--- config.mk ---
export PLATFORM = sky130hd
export DESIGN_NAME = ctl_serial_bank
export DESIGN_NICKNAME = d
export VERILOG_FILES = /design/src/rtl/ctl_serial_pkg.sv /design/src/rtl/serial_sync.sv /design/src/rtl/serial_shifter.sv /design/src/rtl/reg_bank.sv /design/src/rtl/ctrl_decode.sv /design/src/rtl/ctl_serial_bank.sv
export SDC_FILE = /design/constraint.sdc
export NUM_CORES = 1
export LEC_CHECK = 0
export ABC_AREA = 1
export CAP_MARGIN = 10
export CORE_UTILIZATION = 40
export CTS_CLUSTER_SIZE = 28
export DETAILED_ROUTE_END_ITERATION = 16
export DONT_BUFFER_PORTS = 1
export PLACE_DENSITY_LB_ADDON = 0.2
export SYNTH_ARGS = -nofsm -noshare
export SYNTH_HDL_FRONTEND = slang
export SYNTH_SLANG_ARGS = --single-unit
--- constraint.sdc ---
create_clock -name clk -period 2.8 [get_ports clk]
set_input_delay 0.56 -clock clk [delete_from_list [all_inputs] [get_ports clk]]
set_output_delay 0.56 -clock clk [all_outputs]
set_load 0.02 [all_outputs]
--- src/rtl/ctl_serial_pkg.sv ---
package ctl_serial_pkg;
  localparam int WORD_W    = 24;
  localparam int ADDR_W    = 3;
  localparam int NUM_REGS  = 6;
  localparam int CP_REG    = 4;
  localparam int LO_REG    = 5;
  localparam int CP_LSB    = 10;
  localparam int CP_EXT    = 18;
  localparam int LO_DRV    = 3;
  localparam int LO_EXT    = 4;
  localparam int LO_DIV    = 5;
  localparam int MOD_BIT   = 6;
  localparam int MUX_BIT   = 8;
  localparam int CP_STEP   = 250;
  localparam int CP_UA_W   = 11;
  localparam int SYNC_LEN  = 2;
endpackage

--- src/rtl/serial_sync.sv ---
module serial_sync #(
  parameter int N      = 3,
  parameter int STAGES = 2
) (
  input  logic         clk,
  input  logic         rst,
  input  logic [N-1:0] async_in,
  output logic [N-1:0] level
);
  for (genvar b = 0; b < N; b++) begin : g_bit
    logic [STAGES-1:0] chain;
    always_ff @(posedge clk) begin
      if (rst) chain <= '0;
      else     chain <= {chain[STAGES-2:0], async_in[b]};
    end
    assign level[b] = chain[STAGES-1];
  end
endmodule

--- src/rtl/serial_shifter.sv ---
module serial_shifter #(
  parameter int WORD_W = 24,
  parameter int ADDR_W = 3
) (
  input  logic              clk,
  input  logic              rst,
  input  logic              sclk_lvl,
  input  logic              sdata_lvl,
  input  logic              le_lvl,
  output logic              ld,
  output logic [ADDR_W-1:0] ld_addr,
  output logic [WORD_W-1:0] ld_word
);
  logic [WORD_W-1:0] shift_q;
  logic              sclk_d, le_d;
  logic              sclk_rise, le_rise;

  assign sclk_rise = sclk_lvl & ~sclk_d;
  assign le_rise   = le_lvl & ~le_d;

  always_ff @(posedge clk) begin
    if (rst) begin
      shift_q <= '0;
      sclk_d  <= 1'b0;
      le_d    <= 1'b0;
      ld      <= 1'b0;
      ld_addr <= '0;
      ld_word <= '0;
    end else begin
      sclk_d <= sclk_lvl;
      le_d   <= le_lvl;
      if (sclk_rise) shift_q <= {shift_q[WORD_W-2:0], sdata_lvl};
      ld <= le_rise;
      if (le_rise) begin
        ld_word <= shift_q;
        ld_addr <= shift_q[ADDR_W-1:0];
      end
    end
  end

  // a held strobe yields exactly one load pulse
  assert_single_load_R4: assert property (@(posedge clk) disable iff (rst)
    ld |=> !ld);
  assert_load_on_edge_R4: assert property (@(posedge clk) disable iff (rst)
    (le_d && $past(le_d)) |=> !ld);
endmodule

--- src/rtl/reg_bank.sv ---
module reg_bank #(
  parameter int WORD_W   = 24,
  parameter int ADDR_W   = 3,
  parameter int NUM_REGS = 6
) (
  input  logic                       clk,
  input  logic                       rst,
  input  logic                       ld,
  input  logic [ADDR_W-1:0]          ld_addr,
  input  logic [WORD_W-1:0]          ld_word,
  output logic [NUM_REGS*WORD_W-1:0] reg_flat
);
  for (genvar k = 0; k < NUM_REGS; k++) begin : g_reg
    logic [WORD_W-1:0] word_q;
    always_ff @(posedge clk) begin
      if (rst)                                  word_q <= '0;
      else if (ld && ld_addr == ADDR_W'(k))     word_q <= ld_word;
    end
    assign reg_flat[k*WORD_W +: WORD_W] = word_q;

    assert_store_R2: assert property (@(posedge clk) disable iff (rst)
      (ld && ld_addr == ADDR_W'(k)) |=> (word_q == $past(ld_word)));
  end

  assert_unused_code_R3: assert property (@(posedge clk) disable iff (rst)
    (ld && int'(ld_addr) >= NUM_REGS) |=> $stable(reg_flat));
  assert_idle_hold_R4: assert property (@(posedge clk) disable iff (rst)
    !ld |=> $stable(reg_flat));
endmodule

--- src/rtl/ctrl_decode.sv ---
module ctrl_decode #(
  parameter int CP_UA_W = 11,
  parameter int CP_STEP = 250
) (
  input  logic               clk,
  input  logic               rst,
  input  logic [1:0]         cp_code,
  input  logic               cp_ext_bit,
  input  logic               lo_drv_bit,
  input  logic               lo_ext_bit,
  input  logic               lo_div_bit,
  input  logic               mod_bit,
  input  logic               mux_bit,
  input  logic               lo_sel_pin,
  input  logic               mod_en_pin,
  input  logic               ref_in,
  input  logic               lock_det,
  output logic [CP_UA_W-1:0] cp_ua,
  output logic               cp_ext_ref,
  output logic               lo_is_out,
  output logic               lo_1x,
  output logic               lo_2x,
  output logic               ext_lo_ok,
  output logic               mod_out_en,
  output logic               mux_out
);
  logic dir_out;
  assign dir_out = lo_sel_pin | lo_drv_bit;

  always_ff @(posedge clk) begin
    if (rst) begin
      cp_ua      <= CP_UA_W'(CP_STEP);
      cp_ext_ref <= 1'b0;
      lo_is_out  <= 1'b0;
      lo_1x      <= 1'b0;
      lo_2x      <= 1'b0;
      ext_lo_ok  <= 1'b0;
      mod_out_en <= 1'b0;
      mux_out    <= 1'b0;
    end else begin
      cp_ua      <= CP_UA_W'((int'(cp_code) + 1) * CP_STEP);
      cp_ext_ref <= cp_ext_bit;
      lo_is_out  <= dir_out;
      lo_1x      <= dir_out & lo_div_bit;
      lo_2x      <= dir_out & ~lo_div_bit;
      ext_lo_ok  <= ~dir_out & lo_ext_bit;
      mod_out_en <= mod_en_pin & mod_bit;
      mux_out    <= mux_bit ? ref_in : lock_det;
    end
  end

  assert_mod_gate_R6: assert property (@(posedge clk) disable iff (rst)
    !mod_en_pin |=> !mod_out_en);
  assert_lo_pin_R7: assert property (@(posedge clk) disable iff (rst)
    lo_sel_pin |=> lo_is_out);
  assert_lo_mult_R8: assert property (@(posedge clk) disable iff (rst)
    lo_is_out |-> (lo_1x ^ lo_2x));
  assert_lo_in_quiet_R8: assert property (@(posedge clk) disable iff (rst)
    !lo_is_out |-> !(lo_1x || lo_2x));
  assert_ext_excl_R9: assert property (@(posedge clk) disable iff (rst)
    ext_lo_ok |-> !lo_is_out);
endmodule

--- src/rtl/ctl_serial_bank.sv ---
module ctl_serial_bank
  import ctl_serial_pkg::*;
#(
  parameter int W  = WORD_W,
  parameter int AW = ADDR_W,
  parameter int NR = NUM_REGS,
  parameter int UW = CP_UA_W
) (
  input  logic           clk,
  input  logic           rst,
  input  logic           sclk,
  input  logic           sdata,
  input  logic           sle,
  input  logic           lo_sel_pin,
  input  logic           mod_en_pin,
  input  logic           ref_in,
  input  logic           lock_det,
  output logic [NR*W-1:0] reg_flat,
  output logic [UW-1:0]  cp_ua,
  output logic           cp_ext_ref,
  output logic           lo_is_out,
  output logic           lo_1x,
  output logic           lo_2x,
  output logic           ext_lo_ok,
  output logic           mod_out_en,
  output logic           mux_out
);
  localparam int CP_BASE = CP_REG * W;
  localparam int LO_BASE = LO_REG * W;

  logic [2:0]    lvl;
  logic          ld;
  logic [AW-1:0] ld_addr;
  logic [W-1:0]  ld_word;

  serial_sync #(.N(3), .STAGES(SYNC_LEN)) i_sync (
    .clk(clk), .rst(rst), .async_in({sle, sdata, sclk}), .level(lvl));

  serial_shifter #(.WORD_W(W), .ADDR_W(AW)) i_shift (
    .clk(clk), .rst(rst), .sclk_lvl(lvl[0]), .sdata_lvl(lvl[1]),
    .le_lvl(lvl[2]), .ld(ld), .ld_addr(ld_addr), .ld_word(ld_word));

  reg_bank #(.WORD_W(W), .ADDR_W(AW), .NUM_REGS(NR)) i_bank (
    .clk(clk), .rst(rst), .ld(ld), .ld_addr(ld_addr), .ld_word(ld_word),
    .reg_flat(reg_flat));

  ctrl_decode #(.CP_UA_W(UW), .CP_STEP(CP_STEP)) i_dec (
    .clk(clk), .rst(rst),
    .cp_code(reg_flat[CP_BASE+CP_LSB +: 2]),
    .cp_ext_bit(reg_flat[CP_BASE+CP_EXT]),
    .lo_drv_bit(reg_flat[LO_BASE+LO_DRV]),
    .lo_ext_bit(reg_flat[LO_BASE+LO_EXT]),
    .lo_div_bit(reg_flat[LO_BASE+LO_DIV]),
    .mod_bit(reg_flat[LO_BASE+MOD_BIT]),
    .mux_bit(reg_flat[LO_BASE+MUX_BIT]),
    .lo_sel_pin(lo_sel_pin), .mod_en_pin(mod_en_pin),
    .ref_in(ref_in), .lock_det(lock_det),
    .cp_ua(cp_ua), .cp_ext_ref(cp_ext_ref), .lo_is_out(lo_is_out),
    .lo_1x(lo_1x), .lo_2x(lo_2x), .ext_lo_ok(ext_lo_ok),
    .mod_out_en(mod_out_en), .mux_out(mux_out));

  // the cycle after reset shows cleared storage
  assert_reset_clear_R1: assert property (@(posedge clk)
    $past(rst) |-> (reg_flat == '0));
endmodule

==> impl_metrics.toml, run 1 <==
[status]
status = "complete, no violations"

[worst_setup_path]
max_stage_delay_ps = 380
required_ps = 3190
cp-end-kind = "register"
path_cells = "buf_4 -> inv_1 -> ha_1 -> xnor2_1 -> ha_1 -> fa_1 -> inv_1 -> nand2_1 -> nand2_1 -> nand3_1 -> nand2_1 -> nor2_1"
crit_top_cell = "nand2_1"
cp_slowest_cell = "fa_1"
critical_path_class = "reg2reg"
startpoint_type = "register"
crit_arrival_ps = 2590
crit_fanout = 8

[floorplan]
ioPinCount = 171
start_util_pct = 41.4
die-width_um = 139
std_cell_rows = 49
die_h_um = 139
die-area_um2 = 19400
fp.coreArea_um2 = 18200

[route]
vias_per_cell = 4.96
ant_nets = 0
wl_um = 19800
wl_per_cell_um = 17.2
num_vias = 5700
drt_iter0_drc = 382
drt_pass1_iterations = 4
drcViolationCount = 0

[place]
dp_hpwl_um = 12700
placed_cell_area_um2 = 7560
preCtsSetupSlack_ps = 592
gp_congestion = 0.758
numPortBuffers = 0

[cts]
cts_buffers = 23
htreeDepth = 1
cts_sinks = 217
max-clock-path-buffers = 3
cts_resized = 0
clk_latency_ps = 500
postCtsSetupRepairBufs = 0
cts.clk_slew.worst_paths_ps = 60
root_buffer = "clkbuf_16"
cts_tree = "built"
hold_buffers = 0

[timing]
fin_skew_ps = 7.01
period_share_pct = 78.7
rsz0062_at_grt = "false"
final.setup.worst_slack_ps = 597
slew_viol_final = 0
fmax_ghz = 0.454
finalCriticalPeriod_ps = 2200
relSlewSlack_pct = 48.1
hold-worst-slack_ps = 130
tns_ps = 0
finalSetupViolations = 0
hold_viol_final = 0
max_slew.worst_pin.slew_ps = 778

[global_route]
grt_overflow_total = 0
grtUsageMet2_pct = 31.8
grt_antenna_before_repair = 0
grt_pass1_wl_um = 30400
grt_max_degree = 68
grt_pass1_vias = 5135
met3_usage_pct = 4.96
grt_use_met1_pct = 27.2
grt_most_used_layer = "met2"
grt_usage_pct = 20.0

[logic_synthesis]
avgSynthCellArea_um2 = 8.07
ys_types = 26
synthesis.instances = 934
yosys_warnings = 0
synthTopCellsByArea = "dfxtp_1 (58%), nor2_1 (19%), o21ai_0 (11%), buf_2 (2.1%), ha_1 (1.5%)"
synth_top_area_cell = "dfxtp_1"
synth-seq-cells = 217
syn-num-nets = 953
synth.cell_area_um2 = 7540
ys_seq_area_share_pct = 57.6
synth_top_area_share_pct = 57.6

[pwr]
switching_power_mw = 1.40
peakVddDrop_uv = 280
switching_share_pct = 22.2
p_int_mw = 4.89
p_clk_share_pct = 45.5
power.density_nw_per_um2 = 760
pwr-share-seq_pct = 51.6
leakagePower_nw = 3.42
p_comb_share_pct = 2.9

[cells_and_area]
finish.instance_area_um2 = 8270
fin_util_pct = 45.4
drive_gt1_share_pct = 6.63
antenna_cells = 0
nets = 925
areaGrowthSynthToFinish_pct = 9.76

[worst_hold_path]
holdCritPathClass = "in2reg"

[run]
max_cap_viol_count = 0
[synthesized netlist by cell type]
library cell and count:
nor3_1 2, buf_2 31, fa_1 1, dfxtp_1 217
or2_2 2, nor4_1 1, a21oi_1 10, nand2_1 30
conb_1 1, nand2_2 2, inv_2 9, clkbuf_2 3
buf_4 13, nand4_1 1, clkbuf_4 1, nor2_2 1
ha_1 9, o21ai_0 173, clkbuf_1 11, o21ai_1 2
xnor2_1 3, nor2_1 379, inv_1 25, nand3_1 1
buf_6 5, nor2_4 1
[power by group through the flow]
stage	sequential (mW)	combinational, mW	clock (mW)
floorplan	3.27	0.159	0
global placement	3.32	0.180	0
detailed placement	3.32	0.182	0
CTS	3.25	0.182	2.92
global route	3.25	0.211	3.05
finish	3.25	0.181	2.86
[worst max-delay path: cells and delay by family, from the launching register on]
kind                     cells  cell delay (ps)
XOR/XNOR                     1              150
adder cells (fa/ha/maj)      3              970
buffers and inverters        3              390
flip-flops                   1              310
AND/OR/NAND/NOR              5              280
[placed cells by master (no fill, tap or decap), types with 3 or more instances in the layout]
| cell | n |
|---|---|
| xnor2_1 | 3 |
| clkbuf_16 | 23 |
| nor2_1 | 379 |
| inv_1 | 25 |
| clkbuf_1 | 4 |
| ha_1 | 9 |
| clkinv_2 | 5 |
| nand2_1 | 30 |
| clkbuf_8 | 7 |
| buf_4 | 9 |
| o21ai_0 | 173 |
| a21oi_1 | 10 |
| dfxtp_1 | 217 |
| inv_2 | 8 |
[worst paths after layout]
| path | start | endpoint | slack [ps] | depth (start not counted) |
|---|---|---|---|---|
| worst max-delay path | i_bank.g_reg[4].word_q[10]$_SDFFE_PP0P_ | i_dec.cp_ua[10]$_SDFF_PP0_ | 600 | 12 |
| worst min-delay path | rst | i_bank.g_reg[5].word_q[0]$_SDFFE_PP0P_ | 130 | 1 |
| worst max register to register | i_bank.g_reg[4].word_q[10]$_SDFFE_PP0P_ | i_dec.cp_ua[10]$_SDFF_PP0_ | 600 | 12 |
| worst min register to register | i_sync.g_bit[2].chain[0]$_SDFF_PP0_ | i_sync.g_bit[2].chain[1]$_SDFF_PP0_ | 400 | 2 |
[flip-flops by register name, indices dropped and copies added (netlist names)]
signal and count:
i_shift.le_d 1, i_shift.shift_q 24, i_shift.ld 1, i_bank.g.word_q 144
i_dec.mod_out_en 1, i_dec.cp_ext_ref 1, i_dec.lo_2x 1, i_dec.cp_ua 9
i_shift.ld_word 24, i_dec.mux_out 1, i_shift.sclk_d 1, i_dec.lo_is_out 1
i_sync.g_bit.chain 6, i_dec.ext_lo_ok 1, i_dec.lo_1x 1
[cell type report]
| class | instances | area, um^2 |
|---|---|---|
| inverter | 34 | 130 |
| fill | 1849 | 9930 |
| multi-input combinational | 619 | 2690 |
| clock inverter | 5 | 25.0 |
| timing repair buffer | 11 | 108 |
| tap | 229 | 287 |
| clock buffer | 34 | 687 |
| sequential | 217 | 4340 |
[cell families (layout without fill, tap and decap cells)]
kind of cell             Yosys count  count (layout)  synth area share [%]
AO/OA/AOI/OAI                    185             185                  12.3
XOR/XNOR                           3               3                 0.349
adder cells (fa/ha/maj)           10              10                  1.76
buffers and inverters             98              84                  6.64
flip-flops                       217             217                  57.6
other                              1               1                0.0497
AND/OR/NAND/NOR                  420             420                  21.3
[metal layers]
metal,vias up,share of wire (%)
li1,2892,-
met1,2643,46
met2,138,46
met3,27,6.6
met4,0,1.4
met5,-,0
[through the flow]
| step | total power [mW] | std cells |
|---|---|---|
| floorplan | 3.43 | 934 |
| global placement | 3.50 | 1110 |
| detailed placement | 3.50 | 1110 |
| CTS | 6.35 | 1149 |
| global route | 6.51 | 1149 |
| finish | 6.29 | 1149 |
Note: power is estimated with default switching activity, not from simulation.
==> run 2: changes to the inputs <==
Clock period 2.8 ns to 1.84 ns, I/O delays scaled along.
==> run 2 against run 1 <==
  * Cell count up 1.4%
  * Critical path depth is 6 lower
  * Sequential power is 52% higher
  * First-iteration DRC count shrank 12%
  * Sequential share of layout area down 0.98 points
  * Worst setup slack lost 530 ps
  * Die area unchanged
  * Clock power grew 50%
  * Maximum frequency increased by 24%
  * Highest routed layer unchanged
  * Utilization is 0.95 points higher
  * Critical endpoint is now i_dec.cp_ua[5]$_SDFF_PP1_
==> impl_metrics.toml, run 2 (synthesis gave the netlist of run 1 again) <==
[place]
gp_congestion = 0.744
dp_hpwl_um = 12800
numPortBuffers = 0
preCtsSetupSlack_ps = -5.29

[worst_setup_path]
reg2reg_depth = 6
cp-end-kind = "register"
critical_path_class = "reg2reg"
crit_arrival_ps = 2160
timing.rr.end = "i_dec.cp_ua[5]$_SDFF_PP1_"
r2r_start = "i_bank.g_reg[4].word_q[10]$_SDFFE_PP0P_"
startpoint_type = "register"
rrSetupSlack_ps = 60
required_ps = 2220
crit_fanout = 4

[cts]
cts_sinks = 217
cts_tree = "built"
max-clock-path-buffers = 3
postCtsSetupRepairBufs = 0
cts.clk_slew.worst_paths_ps = 60
htreeDepth = 1
cts_buffers = 23
root_buffer = "clkbuf_16"
clk_latency_ps = 510

[timing]
rsz0062_at_grt = "false"
fmax_ghz = 0.563
slew_viol_final = 0
fin_skew_ps = 13.2
finalSetupViolations = 0
hold-worst-slack_ps = 10.0
hold_viol_final = 0
max_slew.worst_pin.slew_ps = 1060
period_share_pct = 96.6
finalCriticalPeriod_ps = 1780
final.setup.worst_slack_ps = 63.0
relSlewSlack_pct = 28.8

[cells_and_area]
areaGrowthSynthToFinish_pct = 12.0
drive_gt1_share_pct = 8.44
layout_commonest_cell = "nor2_1"
largest_register_ffs = 144
layout_common_cells = "nor2_1 (378), dfxtp_1 (215), o21ai_0 (173), nand2_1 (30), clkbuf_16 (23)"
nets = 942
reg.largest.list = "i_bank.g.word_q: 144 flops, i_shift.ld_word: 24 flops, i_shift.shift_q: 24 flops"
antenna_cells = 0
top_register = "i_bank.g.word_q"

[pwr]
leakagePower_nw = 3.48
p_total_mw = 9.52
power.density_nw_per_um2 = 1130
peakVddDrop_uv = 511

[floorplan]
fp.coreArea_um2 = 18200
die_h_um = 139
die-width_um = 139
start_util_pct = 41.4
die-area_um2 = 19400
std_cell_rows = 49
ioPinCount = 171

[route]
drt_pass1_iterations = 4
drt_iter0_drc = 336
wl_per_cell_um = 17.2
num_vias = 5731
drcViolationCount = 0
ant_nets = 0
wl_um = 20000
vias_per_cell = 4.92

[global_route]
grt_antenna_before_repair = 0
grt_pass1_vias = 5373
grt_most_used_layer = "met2"
grt_max_degree = 57
met3_usage_pct = 5.20
grt_use_met1_pct = 27.1
grt_usage_pct = 20.7
grtUsageMet2_pct = 33.4
grt_pass1_wl_um = 31500
grt_overflow_total = 0

[run]
max_cap_viol_count = 0

[status]
status = "complete, no violations"

[worst_hold_path]
holdPathStages = 2
hold_start = "ref_in"
holdCritPathClass = "in2reg"
holdPathEnd = "i_dec.mux_out$_SDFF_PP0_"
[run 2: cell count changes in the layout (fill, tap and decap cells not counted), moves of 2 or more]
cell and change:
buf_4 +10, dlygate4sd3_1 +6, clkbuf_1 +3, clkinv_2 -3, ha_1 -3, inv_1 -3, clkbuf_8 -2, dfxtp_1 -2
dfxtp_4 +2, ha_2 +2, inv_2 +2
[run 2: worst max-delay path by stage]
stage                                             from                         end  slack, ps
5_1_grt        i_bank.g_reg[4].word_q[10]$_SDFFE_PP0P_  i_dec.cp_ua[10]$_SDFF_PP0_         20
3_3_place_gp   i_bank.g_reg[4].word_q[11]$_SDFFE_PP0P_  i_dec.cp_ua[10]$_SDFF_PP0_         30
4_1_cts        i_bank.g_reg[4].word_q[10]$_SDFFE_PP0P_  i_dec.cp_ua[10]$_SDFF_PP0_         40
2_1_floorplan  i_bank.g_reg[4].word_q[10]$_SDFFE_PP0P_  i_dec.cp_ua[10]$_SDFF_PP0_         -5
6_report       i_bank.g_reg[4].word_q[10]$_SDFFE_PP0P_   i_dec.cp_ua[5]$_SDFF_PP1_         60
3_5_place_dp   i_bank.g_reg[4].word_q[11]$_SDFFE_PP0P_  i_dec.cp_ua[10]$_SDFF_PP0_         -5
[run 2: critical path, cell delays in order (launching register included)]
cell	delay (ps)
dfxtp_4	370
inv_4	40
ha_4	260
xnor2_2	100
ha_2	200
fa_2	420
or2_2	280
[run 2: power breakdown]
group          switching (mW)  internal [mW]
Clock                    1.78           2.49
Sequential              0.156           4.79
Combinational           0.197          0.106
Total                    2.14           7.38
[run 2: timing repair]
item | 4_1_cts | 5_1_grt
hold buffers | 6 | 0
gates cloned | 0 | 0
gates resized for setup | 2 | 5
endpoints found under the setup margin | 1 | 3
endpoints found under the hold margin | 26 | 0
[run 2: cell type report]
class | instances | area [um^2]
inverter | 34 | 133
sequential | 217 | 4350
multi-input combinational | 619 | 2720
clock buffer | 35 | 671
clock inverter | 3 | 18.8
fill | 1793 | 9760
tap | 229 | 287
timing repair buffer | 28 | 263
[run 2: metal layers]
layer	share of wire, %	wire, um
met1	45	9050
met3	6.4	1280
met5	0	0
met2	46	9160
met4	2.5	495
[run 2: through the flow]
| step | cell area, um^2 | TNS, ps | util (%) | instances |
|---|---|---|---|---|
| 3_5_place_dp | 7680 | -5.29 | 42.2 | 1121 |
| 3_3_place_gp | 7680 | 0 | 42.2 | 1121 |
| 4_1_cts | 8430 | 0 | 46.3 | 1165 |
| 6_report | 8450 | 0 | 46.4 | 1165 |
| 2_1_floorplan | 7560 | -4.85 | - | 934 |
| 5_1_grt | 8450 | 0 | 46.4 | 1165 |
